--- src/rtl/cstate_pkg.sv ---
package cstate_pkg;

  localparam int CODE_W = 2;

  // externally visible level codes
  localparam logic [CODE_W-1:0] CODE_C0 = 2'b00;
  localparam logic [CODE_W-1:0] CODE_C1 = 2'b01;
  localparam logic [CODE_W-1:0] CODE_C3 = 2'b11;

  // internal sequencing states
  typedef enum logic [1:0] {
    ST_RUN    = 2'd0,
    ST_HALT   = 2'd1,
    ST_HALTBM = 2'd2,
    ST_DEEP   = 2'd3
  } seq_state_t;

  function automatic logic [CODE_W-1:0] state_code(input seq_state_t s);
    case (s)
      ST_HALT: state_code = CODE_C1;
      ST_DEEP: state_code = CODE_C3;
      default: state_code = CODE_C0;
    endcase
  endfunction

endpackage

--- src/rtl/cstate_rst_sync.sv ---
module cstate_rst_sync #(
  parameter int STAGES = 2
) (
  input  logic clk,
  input  logic arst_n,
  output logic srst_n
);

  logic [STAGES:0] chain;

  assign chain[0] = 1'b1;

  genvar g;
  generate
    for (g = 0; g < STAGES; g++) begin : g_stage
      logic stage_q;
      always_ff @(posedge clk or negedge arst_n) begin
        if (!arst_n) stage_q <= 1'b0;
        else         stage_q <= chain[g];
      end
      assign chain[g+1] = stage_q;
    end
  endgenerate

  assign srst_n = chain[STAGES];

endmodule

--- src/rtl/cstate_regs.sv ---
module cstate_regs #(
  parameter int ADDR_W   = 8,
  parameter int DATA_W   = 8,
  parameter int OFS_CTRL = 'h00,
  parameter int OFS_L3   = 'h05,
  parameter int OFS_BMC  = 'h0C,
  parameter int OFS_STAT = 'h10,
  parameter int OFS_ARB  = 'h20,
  parameter int THR_BIT  = 4,
  parameter int RLD_BIT  = 1,
  parameter int ARB_BIT  = 0
) (
  input  logic              clk,
  input  logic              rst_n,
  input  logic [ADDR_W-1:0] addr,
  input  logic              wr,
  input  logic [DATA_W-1:0] wdata,
  input  logic              rd,
  output logic [DATA_W-1:0] rdata,
  input  logic [1:0]        code,
  output logic              thr_en,
  output logic              rld_en,
  output logic              arb_dis,
  output logic              deep_rd
);

  localparam logic [ADDR_W-1:0] A_CTRL = ADDR_W'(OFS_CTRL);
  localparam logic [ADDR_W-1:0] A_L3   = ADDR_W'(OFS_L3);
  localparam logic [ADDR_W-1:0] A_BMC  = ADDR_W'(OFS_BMC);
  localparam logic [ADDR_W-1:0] A_STAT = ADDR_W'(OFS_STAT);
  localparam logic [ADDR_W-1:0] A_ARB  = ADDR_W'(OFS_ARB);

  logic hit_ctrl, hit_bmc, hit_arb, hit_l3, hit_stat;
  logic thr_we, rld_we, arb_we;
  logic thr_d, rld_d, arb_d;
  logic thr_q, rld_q, arb_q;

  always_comb begin
    hit_ctrl = (addr == A_CTRL);
    hit_bmc  = (addr == A_BMC);
    hit_arb  = (addr == A_ARB);
    hit_l3   = (addr == A_L3);
    hit_stat = (addr == A_STAT);
    thr_we   = wr && hit_ctrl;
    rld_we   = wr && hit_bmc;
    arb_we   = wr && hit_arb;
    thr_d    = wdata[THR_BIT];
    rld_d    = wdata[RLD_BIT];
    arb_d    = wdata[ARB_BIT];
  end

  always_ff @(posedge clk or negedge rst_n) begin
    if (!rst_n) begin
      thr_q <= 1'b0;
      rld_q <= 1'b0;
      arb_q <= 1'b0;
    end else begin
      if (thr_we) thr_q <= thr_d;
      if (rld_we) rld_q <= rld_d;
      if (arb_we) arb_q <= arb_d;
    end
  end

  always_comb begin
    rdata = '0;
    if (rd) begin
      if (hit_ctrl) rdata[THR_BIT] = thr_q;
      if (hit_bmc)  rdata[RLD_BIT] = rld_q;
      if (hit_arb)  rdata[ARB_BIT] = arb_q;
      if (hit_stat) rdata[1:0]     = code;
    end
  end

  assign thr_en  = thr_q;
  assign rld_en  = rld_q;
  assign arb_dis = arb_q;
  assign deep_rd = rd && hit_l3;

endmodule

--- src/rtl/cstate_fsm.sv ---
module cstate_fsm
  import cstate_pkg::*;
(
  input  logic       clk,
  input  logic       rst_n,
  input  logic       wake,
  input  logic       sleep,
  input  logic       halt,
  input  logic       deep_rd,
  input  logic       bm_req,
  input  logic       rld_en,
  output logic [1:0] code,
  output logic       bm_svc,
  output logic       in_deep
);

  seq_state_t st_q, st_d;
  logic leave;

  always_comb begin
    leave = wake || sleep;
    st_d  = st_q;
    case (st_q)
      ST_RUN: begin
        if (leave)        st_d = ST_RUN;
        else if (deep_rd) st_d = ST_DEEP;
        else if (halt)    st_d = ST_HALT;
      end
      ST_HALT: begin
        if (leave)        st_d = ST_RUN;
        else if (bm_req)  st_d = ST_HALTBM;
      end
      ST_HALTBM: begin
        if (leave)        st_d = ST_RUN;
        else if (!bm_req) st_d = ST_HALT;
      end
      ST_DEEP: begin
        if (leave)                 st_d = ST_RUN;
        else if (bm_req && rld_en) st_d = ST_RUN;
      end
      default: st_d = ST_RUN;
    endcase
  end

  always_ff @(posedge clk or negedge rst_n) begin
    if (!rst_n) st_q <= ST_RUN;
    else        st_q <= st_d;
  end

  assign code    = state_code(st_q);
  assign bm_svc  = (st_q == ST_HALTBM);
  assign in_deep = (st_q == ST_DEEP);

endmodule

--- src/rtl/cpu_cstate_ctrl.sv ---
module cpu_cstate_ctrl #(
  parameter int ADDR_W     = 8,
  parameter int DATA_W     = 8,
  parameter int OFS_CTRL   = 'h00,
  parameter int OFS_L3     = 'h05,
  parameter int OFS_BMC    = 'h0C,
  parameter int OFS_STAT   = 'h10,
  parameter int OFS_ARB    = 'h20,
  parameter int THR_BIT    = 4,
  parameter int RLD_BIT    = 1,
  parameter int ARB_BIT    = 0,
  parameter int RST_STAGES = 2
) (
  input  logic              clk,
  input  logic              rst_n,
  input  logic [ADDR_W-1:0] reg_addr,
  input  logic              reg_wr,
  input  logic [DATA_W-1:0] reg_wdata,
  input  logic              reg_rd,
  output logic [DATA_W-1:0] reg_rdata,
  input  logic              halt_cycle,
  input  logic              nmi,
  input  logic              intr,
  input  logic              smi,
  input  logic              bm_req,
  input  logic              sleep_req,
  output logic [1:0]        cstate,
  output logic              throttle_on,
  output logic              susp_refresh,
  output logic              arb_gate
);

  import cstate_pkg::*;

  logic srst_n;
  logic thr_en, rld_en, arb_dis, deep_rd;
  logic bm_svc, in_deep, wake;
  logic [1:0] code;

  cstate_rst_sync #(.STAGES(RST_STAGES)) u_rst (
    .clk    (clk),
    .arst_n (rst_n),
    .srst_n (srst_n)
  );

  cstate_regs #(
    .ADDR_W(ADDR_W), .DATA_W(DATA_W),
    .OFS_CTRL(OFS_CTRL), .OFS_L3(OFS_L3), .OFS_BMC(OFS_BMC),
    .OFS_STAT(OFS_STAT), .OFS_ARB(OFS_ARB),
    .THR_BIT(THR_BIT), .RLD_BIT(RLD_BIT), .ARB_BIT(ARB_BIT)
  ) u_regs (
    .clk     (clk),
    .rst_n   (srst_n),
    .addr    (reg_addr),
    .wr      (reg_wr),
    .wdata   (reg_wdata),
    .rd      (reg_rd),
    .rdata   (reg_rdata),
    .code    (code),
    .thr_en  (thr_en),
    .rld_en  (rld_en),
    .arb_dis (arb_dis),
    .deep_rd (deep_rd)
  );

  assign wake = nmi || intr || smi;

  cstate_fsm u_fsm (
    .clk     (clk),
    .rst_n   (srst_n),
    .wake    (wake),
    .sleep   (sleep_req),
    .halt    (halt_cycle),
    .deep_rd (deep_rd),
    .bm_req  (bm_req),
    .rld_en  (rld_en),
    .code    (code),
    .bm_svc  (bm_svc),
    .in_deep (in_deep)
  );

  assign cstate       = code;
  assign throttle_on  = (code == CODE_C0) && !bm_svc && thr_en;
  assign susp_refresh = in_deep;
  assign arb_gate     = arb_dis;

endmodule

--- config.mk ---
export PLATFORM = sky130hd
export DESIGN_NAME = cpu_cstate_ctrl
export DESIGN_NICKNAME = d
export VERILOG_FILES = /design/src/rtl/cstate_pkg.sv /design/src/rtl/cstate_rst_sync.sv /design/src/rtl/cstate_regs.sv /design/src/rtl/cstate_fsm.sv /design/src/rtl/cpu_cstate_ctrl.sv
export SDC_FILE = /design/constraint.sdc
export NUM_CORES = 1
export LEC_CHECK = 0
export CORE_MARGIN = 2
export CORE_UTILIZATION = 34
export DETAILED_ROUTE_END_ITERATION = 10
export GPL_ROUTABILITY_DRIVEN = 0
export PLACE_DENSITY = 0.89
export SYNTH_ARGS = -nofsm -noshare
export SYNTH_HDL_FRONTEND = slang
export SYNTH_SLANG_ARGS = --single-unit
--- constraint.sdc ---
create_clock -name clk -period 5.4 [get_ports clk]
set_input_delay 1.62 -clock clk [delete_from_list [all_inputs] [get_ports clk]]
set_output_delay 1.62 -clock clk [all_outputs]
set_load 0.01 [all_outputs]
==> results.yml <==
floorplan:
  row_count: 13
  die_w_um: 42.0
  dieArea_um2: 1770
  core_um2: 1330
  pin_count: 39
  start_util_pct: 36.9
  die_h_um: 42.0
critical_path:
  cp-start-kind: "input pin"
  cp.arrival_ns: 3.61
  cp_slowest_stage_delay_ns: 0.58
  crit_slowest_cell: "or4_4"
  end_kind: "output port"
  crit_path_max_fanout: 2
  ff2ff_path_depth: 4
  reg2reg_slack_ns: 4.21
  crit_required_ns: 3.78
  r2r-end: "u_fsm.st_q[1]"
  path_class: "input pin to output port"
  path_common_cell: "clkdlybuf4s50_1"
  path_cells: "clkdlybuf4s50_1, or4_4, nor4_4, a32oi_1, nor2b_1, clkdlybuf4s50_1"
  timing.rr.start: "u_fsm.st_q[0]"
clock_network:
  clk_pin_slew_ns: 0.05
  cts_resized: 0
  cts_sinks: 7
  numCtsBuffers: 3
  cts_max_level: 1
  cts_buffer_depth: 2
  clock_latency_ns: 0.25
  clockRootBuffer: "clkbuf_4"
  tritoncts: "built"
  postCtsSetupBuffers: 0
  hold_buffers: 0
sta:
  setup_tns_ns: 0
  finalMaxSlewViolations: 0
  finalClockSkew_ns: 0.00243
  final_hold_viol_count: 0
  period_share_pct: 96.9
  worst_hold_slack_ns: 0.0717
  fmax_mhz: 191
  finalCriticalPeriod_ns: 5.23
  rsz0062_at_grt: "false"
  setup_viol: 0
placement:
  io_buffers: 28
  hpwl_um: 931
routing:
  wl_per_cell_um: 11.2
  viasPerCell: 4.74
  num_vias: 469
  drc: 0
  ant_nets: 0
  first_iter_violations: 4
  firstDrtPassIters: 4
  routed_wirelength_um: 1110
yosys:
  synth_area_leaders: "dfrtp_1, buf_4, nor2b_1"
  syn_area_um2: 492
  synth_seq_cells: 7
  netlist.area_leader.share_pct: 35.6
  yosys.area.top_type: "dfrtp_1"
  ys_warn_count: 0
  synth.avg_cell_area_um2: 9.11
  ys_seq_area_share_pct: 35.6
  syn_inst: 54
  synth_cell_types: 26
global_route:
  grt.total_usage_pct: 14.2
  grt_pass1_vias: 468
  grt_max_degree: 9
  grt_pass1_wl_um: 1970
  overflow: 0
  grt_antenna_before_repair: 0
worst_hold_path:
  hold_class: "flop to asynchronous set/reset pin"
power:
  worst_ir_drop_vdd_v: 0.000113
  p_per_area_nw_per_um2: 165
  p_leak_nw: 0.305
final_layout:
  finalNetCount: 111
  drive_gt1_share_pct: 10.7
  num_antenna_cells: 0
  syn_to_final_growth_pct: 60.8
outcome:
  outcome: "finished, final reports clean"
flow_run:
  drv_cap: 0
[layout by cell type (no fill, tap or decap)]
| cell | synthesis | routed |
|---|---|---|
| a21oi_1 | 3 | 3 |
| a221oi_1 | 1 | 1 |
| a22oi_1 | 1 | 1 |
| a31oi_1 | 1 | 1 |
| a32oi_1 | 1 | 1 |
| and2_1 | 3 | 3 |
| clkbuf_1 | 1 | 1 |
| clkbuf_4 | 0 | 3 |
| clkdlybuf4s50_1 | 0 | 28 |
| conb_1 | 2 | 6 |
| dfrtp_1 | 7 | 7 |
| inv_1 | 1 | 1 |
| mux2_2 | 2 | 2 |
| mux2_4 | 1 | 1 |
| nand2_1 | 4 | 4 |
| nand2b_1 | 1 | 1 |
| nand3_1 | 3 | 3 |
| nand3b_1 | 1 | 1 |
| nand4_1 | 1 | 1 |
| nor2_1 | 5 | 5 |
| nor2b_1 | 4 | 4 |
| nor3_4 | 1 | 1 |
| nor4_1 | 1 | 1 |
| nor4_4 | 1 | 1 |
| o21ai_0 | 1 | 1 |
| or4_1 | 1 | 1 |
| or4_4 | 1 | 1 |
[cell type report]
type / count / area [µm²]
timing repair buffer: 28 / 280
fill: 126 / 543
sequential: 7 / 175
multi-input combinational: 44 / 287
inverter: 1 / 3.75
clock buffer: 4 / 26.3
tap: 15 / 18.8
[worst max-delay path: cells and delay by family]
family | cells | cell delay, ns
AOI/OAI and AO/OA | 1 | 0.08
buffers and inverters | 2 | 0.96
and+or+nand+nor | 3 | 0.95
[per-stage QoR]
step	util (%)	area, µm²	instances	setup WS, ns	total power, W
5_1_grt	59.3	791	99	0.0617	0.000138
3_3_place_gp	57.3	764	95	0.183	0.0000839
3_5_place_dp	57.3	764	95	0.158	0.0000844
2_1_floorplan	-	507	58	1.10	0.0000670
6_report	59.3	791	99	0.169	0.000131
4_1_cts	59.3	791	99	0.150	0.000133
[flip-flops by register name (all words and copies together), names as in the netlist]
name / flops
u_rst.g_stage.stage_q: 1
u_rst.srst_n: 1
u_fsm.st_q: 2
u_regs.arb_dis: 1
u_regs.rld_en: 1
u_regs.thr_en: 1
[worst max-delay path by stage]
stage                            from           end  slack [ns]  cells past startpoint
after global placement    reg_addr[1]  reg_rdata[1]        0.18                      6
final                     reg_addr[1]  reg_rdata[1]        0.17                      6
after global routing      reg_addr[1]  reg_rdata[1]        0.06                      6
after floorplan           reg_addr[1]  reg_rdata[1]        1.10                      4
after detailed placement  reg_addr[1]  reg_rdata[1]        0.16                      6
after CTS                 reg_addr[1]  reg_rdata[1]        0.15                      6
[per-layer routing]
layer  vias up  part of all wire (%)  track usage, %
met5         -                     0               0
met4         0                     0            7.50
met3         0                   7.4            2.16
met2        21                    49            24.1
met1       205                    44            17.1
li1        243                     -               -
[synth_stat cells, drive strengths merged]
library cell and instances:
conb 2, nor3 1, nor2b 4, clkbuf 1, a221oi 1, a21oi 3
nand3 3, dfrtp 7, nor2 5, a22oi 1, nor4 2, nand2b 1
nand3b 1, a31oi 1, or4 2, nand4 1, nand2 4, buf 5
o21ai 1, mux2 3, and2 3, a32oi 1, inv 1
[report_power, final]
group          leakage [nW]  internal, W  switching, W
sequential           0.0925    0.0000545    0.00000178
clock                0.0150    0.0000282     0.0000191
combinational         0.198    0.0000173    0.00000996
[logic make-up after synthesis]
| logic type | synth area share, % |
|---|---|
| and+or+nand+nor | 35.6 |
| DFF | 35.6 |
| other | 1.53 |
| muxes | 7.63 |
| AOI/OAI and AO/OA | 10.4 |
| buffers and inverters | 9.16 |
(Power assumes the default switching activity.)
